File: config.mk
export PLATFORM = sky130hd
export DESIGN_NAME = stat_snap_bank
export DESIGN_NICKNAME = d
export VERILOG_FILES = /design/src/rtl/stat_pkg.sv /design/src/rtl/stat_cnt_lane.sv /design/src/rtl/stat_host_if.sv /design/src/rtl/stat_snap_bank.sv
export SDC_FILE = /design/constraint.sdc
export NUM_CORES = 1
export LEC_CHECK = 0
export ABC_CLOCK_PERIOD_IN_PS = 3200
export BUFFER_PORTS_ARGS = -buffer_cell sky130_fd_sc_hd__buf_2
export CELL_PAD_IN_SITES_DETAIL_PLACEMENT = 1
export CELL_PAD_IN_SITES_GLOBAL_PLACEMENT = 1
export CORE_UTILIZATION = 55
export DETAILED_ROUTE_END_ITERATION = 7
export PLACE_DENSITY = 0.9
export SYNTH_ARGS = -nofsm -noshare
export SYNTH_HDL_FRONTEND = slang
export SYNTH_SLANG_ARGS = --single-unit
File: constraint.sdc
create_clock -name clk_i -period 3.2 [get_ports clk_i]
set_input_delay 0.32 -clock clk_i [delete_from_list [all_inputs] [get_ports clk_i]]
set_output_delay 0.32 -clock clk_i [all_outputs]
set_load 0.01 [all_outputs]
File: src/rtl/stat_pkg.sv
package stat_pkg;
  localparam int WORD_W      = 16;
  localparam int ROLL_REGS   = 4;
  localparam int MAX_CNT_W   = 40;
  localparam int FLAG_SLOTS  = ROLL_REGS * WORD_W;
  localparam int CTRL_SNAP   = 0;
  localparam int CTRL_CLEAR  = 1;
  localparam logic [1:0] SEL_ROLL = 2'b01;
  localparam logic [1:0] SEL_MASK = 2'b10;
endpackage

File: src/rtl/stat_cnt_lane.sv
module stat_cnt_lane #(
  parameter int CNT_W = 40
) (
  input  logic             clk_i,
  input  logic             rst_ni,
  input  logic             ev_i,
  input  logic             snap_i,
  input  logic             clr_i,
  input  logic             rd_clr_i,
  output logic [CNT_W-1:0] shadow_o,
  output logic             flag_o
);
  logic [CNT_W-1:0] live_q, live_d, shadow_q, shadow_d;
  logic             flag_q, flag_d;
  logic             at_max, wrap, live_en, shadow_en, flag_en;

  always_comb begin
    at_max    = &live_q;
    wrap      = !clr_i && ev_i && at_max;
    live_en   = clr_i || ev_i;
    live_d    = clr_i ? '0 : live_q + CNT_W'(1);
    shadow_en = clr_i || snap_i;
    shadow_d  = clr_i ? '0 : live_q;
    flag_en   = clr_i || wrap || rd_clr_i;
    flag_d    = clr_i ? 1'b0 : (wrap || (flag_q && !rd_clr_i));
  end

  always_ff @(posedge clk_i or negedge rst_ni) begin
    if (!rst_ni) begin
      live_q   <= '0;
      shadow_q <= '0;
      flag_q   <= 1'b0;
    end else begin
      if (live_en)   live_q   <= live_d;
      if (shadow_en) shadow_q <= shadow_d;
      if (flag_en)   flag_q   <= flag_d;
    end
  end

  assign shadow_o = shadow_q;
  assign flag_o   = flag_q;

  AST_CLEAR_WINS: assert property (@(posedge clk_i) disable iff (!rst_ni)
    clr_i |=> (live_q == '0 && shadow_q == '0 && !flag_q));
  AST_ONE_STEP: assert property (@(posedge clk_i) disable iff (!rst_ni)
    (ev_i && !clr_i) |=> (live_q == $past(live_q) + CNT_W'(1)));
  AST_SHADOW_HOLD: assert property (@(posedge clk_i) disable iff (!rst_ni)
    (!snap_i && !clr_i) |=> $stable(shadow_q));
  AST_SNAP_PRE_EVENT: assert property (@(posedge clk_i) disable iff (!rst_ni)
    (snap_i && !clr_i) |=> (shadow_q == $past(live_q)));
  AST_WRAP_STICKY: assert property (@(posedge clk_i) disable iff (!rst_ni)
    (ev_i && !clr_i && (&live_q)) |=> (flag_q && live_q == '0));
  AST_READ_CLEARS: assert property (@(posedge clk_i) disable iff (!rst_ni)
    (rd_clr_i && !clr_i && !(ev_i && (&live_q))) |=> !flag_q);
endmodule

File: src/rtl/stat_host_if.sv
module stat_host_if
  import stat_pkg::*;
#(
  parameter int NUM_CNT = 8,
  parameter int CNT_W   = 40,
  parameter int ADDR_W  = 10
) (
  input  logic                            clk_i,
  input  logic                            rst_ni,
  input  logic                            wr_i,
  input  logic                            rd_i,
  input  logic [ADDR_W-1:0]               addr_i,
  input  logic [WORD_W-1:0]               wdata_i,
  input  logic [NUM_CNT-1:0][CNT_W-1:0]   shadow_i,
  input  logic [NUM_CNT-1:0]              flags_i,
  output logic                            snap_o,
  output logic                            clr_o,
  output logic [NUM_CNT-1:0]              rd_clr_o,
  output logic [WORD_W-1:0]               rdata_o,
  output logic                            irq_o
);
  localparam int HI_W = ADDR_W - 8;

  logic                                  lo_region, cnt_region;
  logic                                  ctrl_hit, roll_hit, mask_hit;
  logic [1:0]                            reg_idx;
  logic [5:0]                            cnt_idx;
  logic [ROLL_REGS-1:0][WORD_W-1:0]      mask_q, mask_d;
  logic                                  mask_en;
  logic [FLAG_SLOTS-1:0]                 flag_pad;
  logic [CNT_W-1:0]                      cnt_sel;
  logic [MAX_CNT_W-1:0]                  cnt_wide;
  logic [WORD_W-1:0]                     rdata_q, rdata_d;

  always_comb begin
    lo_region  = (addr_i[ADDR_W-1:4] == '0);
    cnt_region = (addr_i[ADDR_W-1:8] == HI_W'(1));
    ctrl_hit   = lo_region && (addr_i[3:0] == 4'h0);
    roll_hit   = lo_region && (addr_i[3:2] == SEL_ROLL);
    mask_hit   = lo_region && (addr_i[3:2] == SEL_MASK);
    reg_idx    = addr_i[1:0];
    cnt_idx    = addr_i[7:2];
    snap_o     = wr_i && ctrl_hit && wdata_i[CTRL_SNAP];
    clr_o      = wr_i && ctrl_hit && wdata_i[CTRL_CLEAR];
    flag_pad   = FLAG_SLOTS'(flags_i);
    irq_o      = |(flag_pad & mask_q);
  end

  always_comb begin
    for (int i = 0; i < NUM_CNT; i++) begin
      rd_clr_o[i] = rd_i && roll_hit && (int'(reg_idx) == i / WORD_W);
    end
  end

  always_comb begin
    mask_en = wr_i && mask_hit;
    mask_d  = mask_q;
    for (int j = 0; j < ROLL_REGS; j++) begin
      if (int'(reg_idx) == j) mask_d[j] = wdata_i;
    end
  end

  always_comb begin
    cnt_sel = '0;
    for (int i = 0; i < NUM_CNT; i++) begin
      if (int'(cnt_idx) == i) cnt_sel = shadow_i[i];
    end
    cnt_wide = MAX_CNT_W'(cnt_sel);
    rdata_d  = '0;
    if (roll_hit) begin
      for (int j = 0; j < ROLL_REGS; j++) begin
        if (int'(reg_idx) == j) rdata_d = flag_pad[j*WORD_W +: WORD_W];
      end
    end else if (mask_hit) begin
      for (int j = 0; j < ROLL_REGS; j++) begin
        if (int'(reg_idx) == j) rdata_d = mask_q[j];
      end
    end else if (cnt_region) begin
      case (reg_idx)
        2'd0:    rdata_d = cnt_wide[15:0];
        2'd1:    rdata_d = cnt_wide[31:16];
        2'd2:    rdata_d = {8'h00, cnt_wide[39:32]};
        default: rdata_d = '0;
      endcase
    end
  end

  always_ff @(posedge clk_i or negedge rst_ni) begin
    if (!rst_ni) begin
      mask_q  <= '0;
      rdata_q <= '0;
    end else begin
      if (mask_en) mask_q  <= mask_d;
      if (rd_i)    rdata_q <= rdata_d;
    end
  end

  assign rdata_o = rdata_q;

  AST_RDATA_HOLD: assert property (@(posedge clk_i) disable iff (!rst_ni)
    !rd_i |=> $stable(rdata_o));
  AST_MASK_HOLD: assert property (@(posedge clk_i) disable iff (!rst_ni)
    !wr_i |=> $stable(mask_q));
endmodule

File: src/rtl/stat_snap_bank.sv
module stat_snap_bank
  import stat_pkg::*;
#(
  parameter int NUM_CNT = 8,
  parameter int CNT_W   = 40,
  parameter int ADDR_W  = 10
) (
  input  logic               clk_i,
  input  logic               rst_ni,
  input  logic [NUM_CNT-1:0] ev_i,
  input  logic               wr_i,
  input  logic               rd_i,
  input  logic [ADDR_W-1:0]  addr_i,
  input  logic [15:0]        wdata_i,
  output logic [15:0]        rdata_o,
  output logic               irq_o
);
  logic                          snap, clr;
  logic [NUM_CNT-1:0]            rd_clr, flags;
  logic [NUM_CNT-1:0][CNT_W-1:0] shadow;

  for (genvar g = 0; g < NUM_CNT; g++) begin : g_lane
    stat_cnt_lane #(.CNT_W(CNT_W)) u_lane (
      .clk_i    (clk_i),
      .rst_ni   (rst_ni),
      .ev_i     (ev_i[g]),
      .snap_i   (snap),
      .clr_i    (clr),
      .rd_clr_i (rd_clr[g]),
      .shadow_o (shadow[g]),
      .flag_o   (flags[g])
    );
  end

  stat_host_if #(.NUM_CNT(NUM_CNT), .CNT_W(CNT_W), .ADDR_W(ADDR_W)) u_host (
    .clk_i    (clk_i),
    .rst_ni   (rst_ni),
    .wr_i     (wr_i),
    .rd_i     (rd_i),
    .addr_i   (addr_i),
    .wdata_i  (wdata_i),
    .shadow_i (shadow),
    .flags_i  (flags),
    .snap_o   (snap),
    .clr_o    (clr),
    .rd_clr_o (rd_clr),
    .rdata_o  (rdata_o),
    .irq_o    (irq_o)
  );

  AST_ONE_CMD_SOURCE: assert property (@(posedge clk_i) disable iff (!rst_ni)
    (snap || clr) |-> wr_i);
endmodule

* Yosys cells after proc, flatten, opt, wreduce, memory -nomap -nowiden
Cells that the tools add are included.
W data, S select, Z words.
** Storage, ports and cells
- Input port bits :: 38
- Word-level logic and storage cells :: 183
- Register bits after elaboration :: 728
** Operators by class
- Multiplexer cells :: 44
- Reductions and logical operators :: 86
- Add/sub/neg operators :: 8
- Eq/ne operators :: 15
- Bitwise logic cells :: 1
** Operators with widths (count)
- $mux W40 :: 24
- $add A40 B1 Y40 const B :: 8
- $reduce_and A40 Y1 :: 8
- $mux W16 :: 7
- $and A8 B64 Y64 :: 1
- $reduce_or A64 Y1 :: 1
- $pmux W16 S3 :: 1
- $logic_and A1 B1 Y1 :: 33
- $logic_or A1 B1 Y1 :: 33
- $mux W8 :: 4
- $eq A6 B4 Y1 const B :: 4
- $eq A6 B3 Y1 const B :: 2
- $logic_not A6 Y1 :: 2
- $eq A2 B1 Y1 const B :: 4
- $eq A2 B2 Y1 const B :: 4
- $mux W1 :: 8
- $reduce_and A2 Y1 :: 4
- $eq A6 B2 Y1 const B :: 1
- $logic_not A2 Y1 :: 2
- $logic_not A4 Y1 :: 1
- $logic_not A1 Y1 :: 2

* Longest topological paths before layout
- Depth in word-level cells :: 13
- Mapped depth :: 11

* Modules after synthesis
From an unflattened synthesis, not the netlist that was laid out.
** Second synthesis, totals
- Cells, all modules :: 3763
- Area total of the unflattened synthesis :: 37898.8 um2
** Modules (own cells, without submodules)
- stat_cnt_lane :: cells each 383, area each 3911.3 um2, instances 8
- stat_host_if :: cells each 699, area each 6608.8 um2, instances 1

* Worst setup path after synthesis
No wires, ideal clock.
- Path kind :: in2reg
- From :: in addr_i[2]
- To :: reg u_host.rdata_q[5] (netlist: u_host.rdata_o[5])
- Setup time :: 0.118 ns
- Buffers on the path :: 4
- Stages on the path :: 10
- Setup slack :: 0.960 ns
- Arrival time :: 2.122 ns
- Path through :: buf_4 -> buf_4 -> buf_2 -> buf_4 -> mux2_2 -> a22oi_1 -> o22ai_1 -> a22oi_1 -> nand4_1 -> a21o_1
** Between the ends
- Cells in the longest elaborated chain, start to end :: 13
- Elaborated cells between the ends (all ways) :: 24
- Classes of those cells :: eq/ne (9); mux (12); reduce/logical (3)
** RTL lines
- start: declaration :: line stat_snap_bank.sv:13 : input logic [ADDR_W-1:0] addr_i,
- $logic_not A6 Y1 :: line stat_host_if.sv:66 : if (int'(cnt_idx) == i) cnt_sel = shadow_i[i];
- $mux W40 (8 in a row) :: line stat_host_if.sv:66
- $pmux W16 S3 :: line stat_host_if.sv:79 : case (reg_idx)
- $mux W16 :: line stat_host_if.sv:78 : end else if (cnt_region) begin
- $mux W16 :: line stat_host_if.sv:74 : end else if (mask_hit) begin
- $mux W16 * :: line stat_host_if.sv:70 : if (roll_hit) begin
- end signal: assignment :: line stat_host_if.sv:94 : if (rd_i) rdata_q <= rdata_d;
- end: declaration :: line stat_host_if.sv:33 : logic [WORD_W-1:0] rdata_q, rdata_d;
Mark *: on every way between the ends. The rest lies on a longest branch, timed or not.
A chain may end at the register's enable or synchronous reset.

* Worst setup path in the final report
- From :: reg g_lane[3].u_lane.live_q[1]
- To :: reg g_lane[3].u_lane.flag_q
** Between the ends
- Cells in the longest elaborated chain, start to end :: 4
- Elaborated cells between the ends (all ways) :: 6
- Classes of those cells :: mux (1); reduce/logical (5)
** RTL lines
- start: declaration :: line stat_cnt_lane.sv:13 : logic [CNT_W-1:0] live_q, live_d, shadow_q, shadow_d;
- start signal: assignment :: line stat_cnt_lane.sv:34 : if (live_en) live_q <= live_d;
- $reduce_and A40 Y1 * :: line stat_cnt_lane.sv:18 : at_max = &live_q;
- $logic_and A1 B1 Y1 * :: line stat_cnt_lane.sv:19 : wrap = !clr_i && ev_i && at_max;
- $logic_or A1 B1 Y1 (on tied branches) :: line stat_cnt_lane.sv:25, stat_cnt_lane.sv:24
- $mux W1 / $logic_or A1 B1 Y1 (equally long branches) :: line stat_cnt_lane.sv:25, stat_cnt_lane.sv:24
- end signal: assignment :: line stat_cnt_lane.sv:36 : if (flag_en) flag_q <= flag_d;
- end: declaration :: line stat_cnt_lane.sv:14 : logic flag_q, flag_d;
Marked as above.

==> impl_metrics.py <==
metrics = {
    "clock_tree": {
        "htreeDepth": 3,
        "cts_tree": "yes",
        "clock_latency_ps": 650,
        "cts_root_buffer": "clkbuf_16",
        "cts_resized": 0,
        "cts.sinks": 728,
        "cts_made_buffers": 78,
        "cts.clk_slew.worst_paths_ps": 60,
        "clk_path_buf_depth": 3,
    },
    "cells_and_area": {
        "n_fill_cell": 6026,
        "area_delta_synth_final_pct": 12.70,
        "drive_above_1_share": 0.1485,
        "final_common_cell": "dfrtp_1",
        "final_cells": 3878,
        "final_cell_mix": "728 x dfrtp_1, 354 x nor2_1, 320 x a22o_1, 175 x nand2_1, 159 x xor2_1",
        "layout.nets": 3076,
    },
    "worst_setup_path": {
        "worst_r2r_startpoint": "g_lane[3].u_lane.live_q[1]$_DFFE_PN0P_",
        "r2r_setup_slack_ps": 300,
        "crit_type": "reg2reg",
        "cp_data_arrival_time_ps": 3450,
        "rr_worst_depth": 6,
        "r2r-end": "g_lane[3].u_lane.flag_o$_DFFE_PN0P_",
        "critical_path.startpoint_type": "register",
        "critPathRequiredTime_ps": 3750,
        "cp_max_fo": 6,
        "end_kind": "register",
    },
    "timing": {
        "hold_ws_ps": 21.78,
        "finalHoldViolCount": 0,
        "worst_pin_slew_ps": 1346,
        "slew_headroom": 0.1028,
        "max_freq_mhz": 344.5,
        "finalCritPeriodShare": 0.9071,
        "setup_viol": 0,
        "worst_slack_ps": 297.2,
        "report.final.slew_viol_count": 0,
        "finClkSkew_ps": 28.35,
        "rsz0062_at_grt": "false",
        "min_period_ps": 2903,
    },
    "routing": {
        "dr.pass1.iters": 6,
        "ant_nets": 0,
        "vias": 27060,
        "drt_iter0_drc": 3106,
        "detail_route.vias_per_cell": 6.979,
        "routed_wl_mm": 124.7,
        "wire_per_inst_microns": 32.14,
        "drcViolationCount": 0,
    },
    "global_route": {
        "grt_pass1_wl_mm": 191.0,
        "busiest_layer": "met2",
        "overflow": 0,
        "grt.total_usage": 0.4079,
        "met1_usage": 0.4968,
        "met2_usage": 0.6620,
        "grt_max_degree": 258,
        "antenna_found_initial": 10,
        "use_met3": 0.09948,
        "grt_pass1_vias": 29300,
    },
    "power_and_ir_drop": {
        "p_per_area_mw_per_mm2": 572.1,
        "p_leak_nw": 17.44,
        "ir_worst_vdd_mv": 0.4688,
    },
    "die": {
        "core_area_sq_mm": 0.06036,
        "die-area_sq_mm": 0.06214,
        "die_h_microns": 249.3,
        "io_pins": 55,
        "start_util": 0.5572,
        "rows": 90,
        "fp.dieW_microns": 249.3,
    },
    "yosys": {
        "synthDistinctLibCells": 80,
        "ys_ff_latch": 728,
        "synth_edf_count": 0,
        "ys_seq_area_frac": 0.5417,
        "synthCells": 2964,
        "syn_area_sq_mm": 0.03363,
        "ys.warnings.count": 0,
        "synthArstFlopShare": 1.000,
        "synth.avg_cell_area_sq_um": 11.35,
        "synth_nets": 3010,
        "ys.flop_type": "dfrtp_1",
    },
    "place": {
        "portBuffers": 54,
        "place.gp.congestion": 0.9754,
        "place_ws_ps": -93.93,
        "place_inst": 3717,
        "hpwl_mm": 79.06,
    },
    "worst_hold_path": {
        "whs_endpoint": "g_lane[5].u_lane.live_q[1]$_DFFE_PN0P_",
        "hold_path_depth": 3,
        "hold_start": "ev_i[5]",
        "hold_class": "in2reg",
    },
    "job": {
        "drv_cap": 0,
    },
    "status": {
        "status": "finished clean",
    },
}
==> timing repair <==
action                    CTS  global route
hold buffers               15             0
buffers inserted            0             0
hold endpoints to repair  114             0
==> metrics by stage <==
stage	power, mW	area, sq um	util	setup TNS [ps]
3_5_place_dp	11.75	34970	0.5794	-178.3
2_1_floorplan	10.97	33630	-	0
4_1_cts	21.65	37890	0.6278	0
5_1_grt	22.17	37900	0.6278	0
6_report	21.68	37900	0.6280	0
3_3_place_gp	11.54	34970	0.5794	-32.50
==> power by group <==
| group | total [mW] | switching (mW) | internal (mW) |
|---|---|---|---|
| clock | 9.94 | 4.05 | 5.89 |
| combinational | 1.58 | 1.01 | 0.568 |
| sequential | 10.2 | 0.594 | 9.57 |
| total | 21.7 | 5.66 | 16.0 |
==> worst max-delay path by stage <==
| stage | startpoint | endpoint | slack (ps) | depth (start not counted) |
|---|---|---|---|---|
| floorplan | addr_i[2] | u_host.rdata_o[5]$_DFFE_PN0P_ | 960 | 10 |
| global placement | addr_i[7] | u_host.rdata_o[7]$_DFFE_PN0P_ | -30 | 7 |
| detailed placement | addr_i[7] | u_host.rdata_o[7]$_DFFE_PN0P_ | -90 | 7 |
| CTS | g_lane[3].u_lane.live_q[1]$_DFFE_PN0P_ | g_lane[3].u_lane.flag_o$_DFFE_PN0P_ | 420 | 6 |
| global route | g_lane[3].u_lane.live_q[1]$_DFFE_PN0P_ | g_lane[3].u_lane.flag_o$_DFFE_PN0P_ | 320 | 6 |
| finish | g_lane[3].u_lane.live_q[1]$_DFFE_PN0P_ | g_lane[3].u_lane.flag_o$_DFFE_PN0P_ | 300 | 6 |
==> state kept, by name (all words and copies together) (netlist names) <==
name	flops
u_host.rdata_o	16
g_lane.u_lane.shadow_o	320
g_lane.u_lane.flag_o	8
u_host.mask_q	64
g_lane.u_lane.live_q	320
==> layout make-up <==
| cell class | count | area, sq um | area share |
|---|---|---|---|
| flip-flops and latches | 728 | 18220 | 0.4806 |
| diodes | 5 | 12.51 | 0.0003301 |
| multi-input cells | 2012 | 14340 | 0.3784 |
| clock inverters | 35 | 496.7 | 0.01311 |
| inverters | 39 | 146.4 | 0.003862 |
| well taps | 782 | 978.4 | 0.02581 |
| repair buffers | 171 | 1439 | 0.03796 |
| clock buffers | 106 | 2271 | 0.05991 |
==> routing by layer <==
layer	vias up	part of all wire
met1	14100	0.36
li1	10900	-
met2	1535	0.48
met4	6	0.069
met5	-	0.00034
met3	521	0.088
==> critical path, cell delays in order, from the launching register on <==
cell and delay [ps]:
dfrtp_1 490, ha_1 290, inv_1 100, or4_1 760
nor3_1 670, nand4_1 280, a21oi_1 220
==> synth_stat cells, drive strengths merged (39+ instances only) <==
cell    count  share of area
dfrtp     728           0.54
nor2      360          0.041
a22o      320          0.083
nand2     176          0.020
xor2      159          0.041
buf       123          0.021
nand3     116          0.017
xnor2     109          0.028
nand4      92          0.018
mux2       82          0.027
a21oi      68          0.010
o21ai      66         0.0098
clkbuf     62         0.0070
mux4       52          0.035
and3       45         0.0084
or3        43         0.0080
nor3       41         0.0068
inv        39         0.0044
==> cell families after synthesis <==
group | synth area share
AOI/OAI and AO/OA | 0.1363
DFF | 0.5417
adders and majority gates | 0.002976
and+or+nand+nor | 0.1463
muxes | 0.07031
xor gates and xnor gates | 0.06979
buffers and inverters | 0.03263
Note: power is estimated with default switching activity, not from simulation.
